File: config.mk
export PLATFORM = sky130hd
export DESIGN_NAME = sdram_cmd_bank
export DESIGN_NICKNAME = d
export VERILOG_FILES = /design/src/rtl/sdram_cb_pkg.sv /design/src/rtl/sdc_cmd_decode.sv /design/src/rtl/sdc_bank_ctl.sv /design/src/rtl/sdc_refresh_timer.sv /design/src/rtl/sdram_cmd_bank.sv
export SDC_FILE = /design/constraint.sdc
export NUM_CORES = 1
export LEC_CHECK = 0
export BUFFER_PORTS_ARGS = -buffer_cell sky130_fd_sc_hd__buf_2
export CORE_UTILIZATION = 50
export DETAILED_ROUTE_END_ITERATION = 8
export GPL_TIMING_DRIVEN = 0
export PLACE_DENSITY = 0.79
export SLEW_MARGIN = 20
export SYNTH_ARGS = -nofsm -noshare
export SYNTH_HDL_FRONTEND = slang
export SYNTH_SLANG_ARGS = --single-unit
File: constraint.sdc
create_clock -name clk -period 1.85 [get_ports clk]
set_input_delay 0 -clock clk [delete_from_list [all_inputs] [get_ports clk]]
set_output_delay 0 -clock clk [all_outputs]
set_load 0.02 [all_outputs]
File: src/rtl/sdram_cb_pkg.sv
`timescale 1ns/1ps
package sdram_cb_pkg;

    // Decoded command after clock-enable and chip-select gating
    typedef enum logic [2:0] {
        CMD_NOP = 3'd0,
        CMD_ACT = 3'd1,
        CMD_RD  = 3'd2,
        CMD_WR  = 3'd3,
        CMD_PRE = 3'd4,
        CMD_REF = 3'd5,
        CMD_MRS = 3'd6
    } cmd_e;

    // Low-power state reported on pwr_mode
    typedef enum logic [1:0] {
        PM_RUN   = 2'd0,
        PM_PDOWN = 2'd1,
        PM_SUSP  = 2'd2,
        PM_SELF  = 2'd3
    } pmode_e;

    // Map the three active-low strobes onto a command
    function automatic cmd_e strobe_to_cmd(input logic ras_n, input logic cas_n, input logic we_n);
        cmd_e c;
        case ({ras_n, cas_n, we_n})
            3'b011:  c = CMD_ACT;
            3'b101:  c = CMD_RD;
            3'b100:  c = CMD_WR;
            3'b010:  c = CMD_PRE;
            3'b001:  c = CMD_REF;
            3'b000:  c = CMD_MRS;
            default: c = CMD_NOP;
        endcase
        return c;
    endfunction

endpackage

File: src/rtl/sdc_cmd_decode.sv
`timescale 1ns/1ps
module sdc_cmd_decode
    import sdram_cb_pkg::*;
#(
    parameter int NBANK = 2
) (
    input  logic             cke,
    input  logic             cs_n,
    input  logic             ras_n,
    input  logic             cas_n,
    input  logic             we_n,
    input  logic             bank_sel,
    input  logic [NBANK-1:0] bank_active,
    output cmd_e             cmd_o,
    output logic             legal_o,
    output logic             illegal_o
);

    logic sel_open;
    logic any_open;

    always_comb begin
        // A gated clock or a deselected device yields no new command
        if (cke && !cs_n) begin
            cmd_o = strobe_to_cmd(ras_n, cas_n, we_n);
        end else begin
            cmd_o = CMD_NOP;
        end

        sel_open = bank_active[bank_sel];
        any_open = |bank_active;

        // Commands that conflict with the current bank state are rejected
        case (cmd_o)
            CMD_ACT:         illegal_o = sel_open;
            CMD_RD, CMD_WR:  illegal_o = !sel_open;
            CMD_REF, CMD_MRS: illegal_o = any_open;
            default:         illegal_o = 1'b0;
        endcase

        legal_o = (cmd_o != CMD_NOP) && !illegal_o;
    end

endmodule

File: src/rtl/sdc_bank_ctl.sv
`timescale 1ns/1ps
module sdc_bank_ctl #(
    parameter int ROW_W = 11,
    parameter int CNT_W = 4
) (
    input  logic             clk,
    input  logic             rst_n,
    input  logic             en,
    input  logic             act_i,
    input  logic             rdwr_i,
    input  logic             ap_i,
    input  logic             pre_i,
    input  logic [ROW_W-1:0] row_i,
    input  logic [CNT_W-1:0] bl_i,
    output logic             active_o,
    output logic [ROW_W-1:0] row_o
);

    typedef struct packed {
        logic             open;
        logic [ROW_W-1:0] row;
        logic [CNT_W-1:0] left;   // beats until auto-close, 0 = none pending
    } bank_t;

    bank_t bank_d, bank_q;

    always_comb begin
        bank_d = bank_q;
        if (en) begin
            if (pre_i) begin
                bank_d.open = 1'b0;
                bank_d.left = '0;
            end else if (act_i) begin
                bank_d.open = 1'b1;
                bank_d.row  = row_i;
                bank_d.left = '0;
            end else if (rdwr_i) begin
                // A new column access restarts or cancels the countdown
                bank_d.left = ap_i ? bl_i : '0;
            end else if (bank_q.left == CNT_W'(1)) begin
                bank_d.open = 1'b0;
                bank_d.left = '0;
            end else if (bank_q.left != '0) begin
                bank_d.left = bank_q.left - CNT_W'(1);
            end
        end
    end

    always_ff @(posedge clk or negedge rst_n) begin
        if (!rst_n) begin
            bank_q <= '0;
        end else begin
            bank_q <= bank_d;
        end
    end

    assign active_o = bank_q.open;
    assign row_o    = bank_q.row;

endmodule

File: src/rtl/sdc_refresh_timer.sv
`timescale 1ns/1ps
module sdc_refresh_timer #(
    parameter int INTERVAL = 1953
) (
    input  logic clk,
    input  logic rst_n,
    input  logic clear_i,
    output logic due_o
);

    localparam int CW = $clog2(INTERVAL + 1);

    typedef struct packed {
        logic [CW-1:0] cnt;
        logic          due;
    } tmr_t;

    tmr_t tmr_d, tmr_q;

    always_comb begin
        tmr_d = tmr_q;
        if (clear_i) begin
            tmr_d.cnt = '0;
            tmr_d.due = 1'b0;
        end else if (!tmr_q.due) begin
            if (tmr_q.cnt == CW'(INTERVAL - 1)) begin
                tmr_d.due = 1'b1;
            end else begin
                tmr_d.cnt = tmr_q.cnt + CW'(1);
            end
        end
    end

    always_ff @(posedge clk or negedge rst_n) begin
        if (!rst_n) begin
            tmr_q <= '0;
        end else begin
            tmr_q <= tmr_d;
        end
    end

    assign due_o = tmr_q.due;

endmodule

File: src/rtl/sdram_cmd_bank.sv
`timescale 1ns/1ps
module sdram_cmd_bank
    import sdram_cb_pkg::*;
#(
    parameter int ROW_W        = 11,
    parameter int MAX_BL_LOG   = 3,
    parameter int REF_INTERVAL = 1953
) (
    input  logic                  clk,
    input  logic                  rst_n,
    input  logic                  cke,
    input  logic                  cs_n,
    input  logic                  ras_n,
    input  logic                  cas_n,
    input  logic                  we_n,
    input  logic [ROW_W:0]        addr,
    output logic                  act_stb,
    output logic                  rd_stb,
    output logic                  wr_stb,
    output logic                  pre_stb,
    output logic                  ref_stb,
    output logic                  mrs_stb,
    output logic                  illegal_stb,
    output logic [1:0]            bank_active,
    output logic [ROW_W-1:0]      row_a,
    output logic [ROW_W-1:0]      row_b,
    output logic [MAX_BL_LOG:0]   burst_len,
    output logic [1:0]            pwr_mode
    ,
    output logic                  ref_due
);

    localparam int NBANK  = 2;
    localparam int CNT_W  = MAX_BL_LOG + 1;
    localparam int FLAG_B = ROW_W - 1;   // auto-precharge / all-bank flag
    localparam int BANK_B = ROW_W;       // bank select
    localparam int CODE_W = 3;           // burst code width in the mode word

    typedef struct packed {
        logic              act;
        logic              rd;
        logic              wr;
        logic              pre;
        logic              rfr;
        logic              mrs;
        logic              ill;
        logic [CODE_W-1:0] bl_code;
        pmode_e            pm;
    } top_t;

    top_t state_d, state_q;

    cmd_e                         cmd;
    logic                         legal;
    logic                         illegal;
    logic                         bank_sel;
    logic                         flag;
    logic                         any_open;
    logic                         ref_clear;
    logic [CODE_W-1:0]            bl_shift;
    logic [NBANK-1:0]             act_b;
    logic [NBANK-1:0]             rdwr_b;
    logic [NBANK-1:0]             pre_b;
    logic [NBANK-1:0][ROW_W-1:0]  rows;

    assign bank_sel = addr[BANK_B];
    assign flag     = addr[FLAG_B];
    assign any_open = |bank_active;

    sdc_cmd_decode #(
        .NBANK (NBANK)
    ) u_dec (
        .cke         (cke),
        .cs_n        (cs_n),
        .ras_n       (ras_n),
        .cas_n       (cas_n),
        .we_n        (we_n),
        .bank_sel    (bank_sel),
        .bank_active (bank_active),
        .cmd_o       (cmd),
        .legal_o     (legal),
        .illegal_o   (illegal)
    );

    // Per-bank command routing and state tracking
    for (genvar g = 0; g < NBANK; g++) begin : g_bank
        logic hit;
        assign hit       = (bank_sel == 1'(g));
        assign act_b[g]  = legal && (cmd == CMD_ACT) && hit;
        assign rdwr_b[g] = legal && ((cmd == CMD_RD) || (cmd == CMD_WR)) && hit;
        assign pre_b[g]  = legal && (cmd == CMD_PRE) && (flag || hit);

        sdc_bank_ctl #(
            .ROW_W (ROW_W),
            .CNT_W (CNT_W)
        ) u_bank (
            .clk      (clk),
            .rst_n    (rst_n),
            .en       (cke),
            .act_i    (act_b[g]),
            .rdwr_i   (rdwr_b[g]),
            .ap_i     (flag),
            .pre_i    (pre_b[g]),
            .row_i    (addr[ROW_W-1:0]),
            .bl_i     (burst_len),
            .active_o (bank_active[g]),
            .row_o    (rows[g])
        );
    end

    // Next-state: strobes, mode register and low-power state
    always_comb begin
        state_d     = state_q;
        state_d.act = legal && (cmd == CMD_ACT);
        state_d.rd  = legal && (cmd == CMD_RD);
        state_d.wr  = legal && (cmd == CMD_WR);
        state_d.pre = legal && (cmd == CMD_PRE);
        state_d.rfr = legal && (cmd == CMD_REF);
        state_d.mrs = legal && (cmd == CMD_MRS);
        state_d.ill = illegal;

        if (legal && (cmd == CMD_MRS)) begin
            state_d.bl_code = addr[CODE_W-1:0];
        end

        if (cke) begin
            state_d.pm = PM_RUN;
        end else if (state_q.pm == PM_SELF) begin
            state_d.pm = PM_SELF;
        end else if (!cs_n && (strobe_to_cmd(ras_n, cas_n, we_n) == CMD_REF) && !any_open) begin
            state_d.pm = PM_SELF;
        end else if (any_open) begin
            state_d.pm = PM_SUSP;
        end else begin
            state_d.pm = PM_PDOWN;
        end
    end

    always_ff @(posedge clk or negedge rst_n) begin
        if (!rst_n) begin
            state_q <= '0;
        end else begin
            state_q <= state_d;
        end
    end

    // Burst length from the stored code, saturating at the longest burst
    always_comb begin
        if (state_q.bl_code > CODE_W'(MAX_BL_LOG)) begin
            bl_shift = CODE_W'(MAX_BL_LOG);
        end else begin
            bl_shift = state_q.bl_code;
        end
        burst_len = CNT_W'(1) << bl_shift;
    end

    assign ref_clear = state_d.rfr || (state_d.pm == PM_SELF);

    sdc_refresh_timer #(
        .INTERVAL (REF_INTERVAL)
    ) u_rtmr (
        .clk     (clk),
        .rst_n   (rst_n),
        .clear_i (ref_clear),
        .due_o   (ref_due)
    );

    assign act_stb     = state_q.act;
    assign rd_stb      = state_q.rd;
    assign wr_stb      = state_q.wr;
    assign pre_stb     = state_q.pre;
    assign ref_stb     = state_q.rfr;
    assign mrs_stb     = state_q.mrs;
    assign illegal_stb = state_q.ill;
    assign row_a       = rows[0];
    assign row_b       = rows[1];
    assign pwr_mode    = state_q.pm;

endmodule

=== Yosys cells after proc, flatten, opt, wreduce, memory -nomap -nowiden ===
Index checks and enable logic that the tools add are counted.

* Add/sub/neg operators: 3
* $lt $le $gt $ge: 2
* Equality and inequality tests: 21
* Shifts and indexed selects: 1
* Multiplexer cells: 35
* Bitwise operators: 3
* Reduce and logical (&&, ||, !) cells: 43

{| class="wikitable"
|+ Operators with widths
! cell !! count
|-
| 4-bit two-way mux || 11
|-
| 12-bit two-way mux || 2
|-
| 3-bit equality test, second input constant || 6
|-
| 3-bit case mux with 6 select lines || 1
|-
| 1-bit logical AND || 17
|-
| 3-bit by 2-bit equality test with 1-bit output, second input constant || 4
|-
| 3-bit two-way mux || 4
|-
| 3-bit AND reduction || 4
|-
| 11-bit by 1-bit adder with 11-bit output, second input constant || 1
|-
| 11-bit equality test, second input constant || 1
|-
| 1-bit two-way mux || 11
|-
| 11-bit two-way mux || 1
|-
| 5-bit nonzero test || 2
|-
| 3-bit nonzero test || 3
|-
| 4-bit by 1-bit equality test with 1-bit output, second input constant || 2
|-
| 2-bit two-way mux || 4
|-
| 4-bit nonzero test || 2
|-
| 4-bit by 1-bit subtractor with 4-bit output, second input constant || 2
|-
| 3-bit by 1-bit equality test with 1-bit output, second input constant || 2
|-
| 3-bit by 2-bit inequality test with 1-bit output, second input constant || 2
|-
| 2-bit AND reduction || 3
|-
| 2-bit OR reduction || 3
|-
| 2-bit equality test, second input constant || 2
|-
| 1-bit zero test || 4
|-
| 8 further kinds || 14
|}

* Register bits: 56
* Bits of input ports: 19
* Output and inout bits: 38
* Logic and storage cells: 125

=== Logic depth before layout (Yosys ltp) ===
* Depth after elaboration: 14
* Depth in mapped cells: 8
* Depth with buffers taken out: 8

=== Hierarchy ===
From an unflattened synthesis, not the netlist that was laid out.

* Cells, all modules: 294
* Area total of the unflattened synthesis: 3106.7 um^2

{| class="wikitable"
|+ Modules (own cells, without submodules)
! module !! instances !! cells an instance !! area an instance (um^2) !! seq. area each (um^2)
|-
| sdc_bank_ctl || 2 || 77 || 867.1 || 400.4
|-
| sdc_refresh_timer || 1 || 77 || 721.9 || 300.3
|-
| sdram_cmd_bank || 1 || 47 || 538.0 || 300.3
|-
| sdc_cmd_decode || 1 || 16 || 112.6 || 0.0
|}

=== Least setup slack after synthesis ===
OpenSTA, ideal clock, no wires.

* Path kind: flip-flop to flip-flop
* Start point: reg g_bank[0].u_bank.bank_q (netlist bit g_bank[0].u_bank.active_o)
* End point: reg g_bank[1].u_bank.bank_q[0] (netlist bit)
* Library setup time: 0.125 ns
* Arrival time: 1.669 ns
* Data required time: 1.725 ns
* Setup slack: 0.056 ns
* Cell stages (with the launch flop): 7
* Path buffers: 1
* Period minus slack after synthesis: 1.794 ns
* Cell sequence: dfrtp_1 > buf_2 > o21ai_1 > a2bb2oi_2 > a311oi_2 > nand2b_2 > mux2_4

* Word-level cells in the longest chain between the ends: 11
* Elaborated cells between the ends (all ways): 18
* Classes of those cells: mux (6); reduce/logical (12)

{| class="wikitable"
|+ RTL lines
! element !! line !! text
|-
| start, declared || sdc_bank_ctl.sv:25 || <nowiki>bank_t bank_d, bank_q;</nowiki>
|-
| start signal, assigned || sdc_bank_ctl.sv:53 || <nowiki>bank_q <= bank_d;</nowiki>
|-
| 1-bit two-way mux (implied by the code) (2 in a row) || sdc_cmd_decode.sv:30 || <nowiki>sel_open = bank_active[bank_sel];</nowiki>
|-
| 1-bit zero test || sdc_cmd_decode.sv:36 || <nowiki>CMD_RD, CMD_WR: illegal_o = !sel_open;</nowiki>
|-
| 1-bit case mux with 3 select lines (*) || sdc_cmd_decode.sv:34 || <nowiki>case (cmd_o)</nowiki>
|-
| 1-bit zero test (*) || sdc_cmd_decode.sv:41 || <nowiki>legal_o = (cmd_o != CMD_NOP) && !illegal_o;</nowiki>
|-
| 1-bit logical AND (*) || sdc_cmd_decode.sv:41 ||
|-
| 1-bit logical AND (2 in a row) || sdram_cmd_bank.sv:90 || <nowiki>assign rdwr_b[g] = legal && ((cmd == CMD_RD) || (cmd == CMD_WR)) && hit;</nowiki>
|-
| 4-bit two-way mux || sdc_bank_ctl.sv:37 || <nowiki>end else if (rdwr_i) begin</nowiki>
|-
| 4-bit two-way mux || sdc_bank_ctl.sv:33 || <nowiki>end else if (act_i) begin</nowiki>
|-
| 4-bit two-way mux || sdc_bank_ctl.sv:30 || <nowiki>if (pre_i) begin</nowiki>
|-
| end signal, assigned || sdc_bank_ctl.sv:53 ||
|-
| end, declared || sdc_bank_ctl.sv:25 ||
|}

Mark *: on every way between the ends. The rest lies on a longest branch, timed or not. The select of a mux whose other input is x is not followed.
A chain may end at the register's enable or synchronous reset.

=== Final worst setup path ===
Ends and elaborated chain as after synthesis.

==> results.ini <==
[outcome]
status=completed

[die]
initial_core_util_pct=53.43
core_area_sq_um=5642
placementRows=27
ios=57
die_y_microns=79.64
dieArea_sq_um=6343
die_width_microns=79.64

[worst_setup_path]
crit_arrival_ps=2020
crit_type=reg2reg
critPathLaunchType=register
critical-path-max-stage-delay_ps=470
crit_chain=a2bb2oi_2, a2bb2oi_2, a311oi_4, nand2b_4, mux2_4
worst_path_most_repeated_cell=a2bb2oi_2
crit_required_ps=2050
path_buf_inv=0
r2r_cells=5
rrSetupSlack_ps=30
critPathCaptureType=register
crit_slowest_cell=dfrtp_2
r2r-end=g_bank[1].u_bank.bank_q[0]
path_max_fanout=7
crit_family=compound AO/OA/AOI/OAI gates
r2r-start=g_bank[0].u_bank.active_o

[clocking]
cts_root_buffer=clkbuf_8
cts.sinks=56
cts_tree=done
worst_skew_pair.late_latency_ps=310
clk_pin_slew_worst_paths_ps=100
max-clock-path-buffers=2
cts.htree.levels=2
cts_buffers=5

[min_path]
whs_endpoint=ref_stb
hp-start=we_n
whs_path_depth=3
holdCritPathClass=in2reg

[yosys]
synth_cell_types=56
synthCells=278
synth_compound_area_share_pct=8.883
synth.net_count=303
yosys.area_share.xor_xnor_pct=2.615
synth_area_leaders=dfrtp_1 46%, buf_4 6.7%, mux2_4 6.5%, mux2_1 6.4%, nor2_1 4.2%
synth_edf_count=0
synthAdderAreaFrac_pct=2.491
seq_area_frac_synth_pct=46.49
synth_ff_type=dfrtp_1
yosys.area.top_type=dfrtp_1
synth_simple_gate_area_share_pct=16.40
synth_async_sr_flop_share_pct=100.0
synth_area_sq_um=3014
yosysWarnings=0
synthMuxAreaShare_pct=13.53
yosys.area.top_type_share_pct=46.49
synth_seq_cells=56
syn_avg_cell_area_sq_um=10.84
synth_top_family_by_area=simple AND/OR/NAND/NOR gates

[global_route]
antenna_found_initial=0
grt_pass1_wl_mm=10.09
grt_pass1_vias=2203
grt_max_degree=57
grt_overflow=0
track_usage_pct=20.57

[route]
drtPass1Iterations=4
drc=0
antenna_left=0
drt_iter0_drc=86
wl_mm=5.904
num_vias=2219
post_drt_wl_per_cell_microns=13.79
vias_per_cell=5.185

[layout]
final_nets=380
stdcell_count=428
fillers=437
seqCellArea_sq_um=1403
drive_above_1_share_pct=36.24
final_cell_mix=56 x buf_2, 55 x dfrtp_1, 33 x nor2_1
layout_commonest_cell=buf_2
multiInputGateArea_sq_um=1360
fin_util_pct=64.80
area_delta_synth_final_pct=21.30
antenna_cells=0

[power_and_ir_drop]
power_w=0.004595
power_density_nw_per_um2=1257
vdd_drop_max_uv=885.5
cellLeakagePower_nw=1.932

[timing]
period_share_pct=98.57
hold_viol=0
period_needed_ps=1824
fmax_ghz=0.5484
fin_ws_ps=26.50
relSlewSlack_pct=54.05
grt_setup_unrepaired=true
finClkSkew_ps=9.399
setup_viol=0
finalMaxSlewViolations=0
setup_tns_ps=0
worst_pin_slew_ps=689.2

[placed_design]
io_buffers=55
place.gp.congestion=0.8889
hpwl_mm=4.129
placed_cells=405
dp_slack_ps=-284.1

[job]
maxCapViolations=0

-- worst max path at each step --
stage	start	to	slack (ps)	cells after the start
after floorplan	g_bank[0].u_bank.active_o	g_bank[1].u_bank.bank_q[0]	60	6
after global placement	g_bank[0].u_bank.active_o	g_bank[1].u_bank.row_o[2]	-290	6
after detailed placement	g_bank[0].u_bank.active_o	g_bank[1].u_bank.row_o[10]	-280	6
after CTS	g_bank[0].u_bank.active_o	g_bank[1].u_bank.bank_q[0]	10	5
after global routing	g_bank[0].u_bank.active_o	g_bank[1].u_bank.bank_q[3]	-40	5
final	g_bank[0].u_bank.active_o	g_bank[1].u_bank.bank_q[0]	30	5
-- worst register-to-register path: stages (launching register included) --
cell       delay [ps]
dfrtp_2           470
a2bb2oi_2         150
a2bb2oi_2         160
a311oi_4          380
nand2b_4          240
mux2_4            300
-- per-layer routing --
metal | vias up | GRT usage (%) | routed length [microns]
li1 | 1084 | - | -
met1 | 1079 | 26.42 | 2717
met2 | 50 | 34.36 | 2904
met3 | 6 | 3.886 | 220
met4 | 0 | 7.455 | 62
met5 | - | 0 | 0
-- repair_timing --
item / CTS / global route
pin swaps: 1 / 1
setup buffers: 2 / 3
endpoints found under the setup margin: 16 / 16
endpoints found under the hold margin: 79 / 0
resized for setup: 5 / 3
hold buffers: 11 / 0
-- synthesized netlist by cell type, types with 3 or more instances --
cell type	count
xnor2_1	3
mux2_4	13
mux2_1	17
nor2b_1	6
a21oi_1	10
ha_1	6
dfrtp_1	56
and2_1	4
and3_1	6
nand2b_1	3
buf_2	3
nand2_1	15
inv_1	10
o21ai_1	3
nor3_1	3
buf_4	27
nor2_1	34
nand3_1	10
xor2_1	6
-- cells by family after synthesis --
group / Yosys count
compound gates: 36
xor+xnor: 9
fa+ha+maj: 6
buf+inv: 45
flops: 56
mux: 32
simple gates: 94
-- power breakdown --
part | switching, W | leakage (nW) | total, W | internal [W]
Sequential | 0.000333 | 0.729 | 0.00191 | 0.00158
Clock | 0.000411 | 0.0445 | 0.000681 | 0.000270
Combinational | 0.000980 | 1.16 | 0.00201 | 0.00103
Total | 0.00172 | 1.93 | 0.00459 | 0.00287
-- per-stage QoR --
stage / instance area, sq um / hold WS, ps
global route: 3656 / 32.85
floorplan: 3014 / -295.6
finish: 3656 / 16.69
CTS: 3617 / 1.791
global placement: 3379 / 235.8
detailed placement: 3382 / 96.03
-- final cells by class --
cell class                 count  share of cell area (%)
sequential                    56                   38.36
multi-input combinational    177                   37.20
timing repair buffer          71                   11.64
buffer                        33                   6.742
tap                           72                   2.464
clock buffer                   5                   1.882
inverter                      11                   1.129
clock inverter                 3                  0.5818
-- state kept, by name (all words and copies together), names as in the netlist --
register / count
state_q: 3
act_stb: 1
rd_stb: 1
u_rtmr.tmr_q: 11
g_bank.u_bank.bank_q: 8
ref_stb: 1
pwr_mode: 2
g_bank.u_bank.row_o: 22
wr_stb: 1
u_rtmr.due_o: 1
mrs_stb: 1
pre_stb: 1
illegal_stb: 1
g_bank.u_bank.active_o: 2
(Power assumes the default switching activity.)
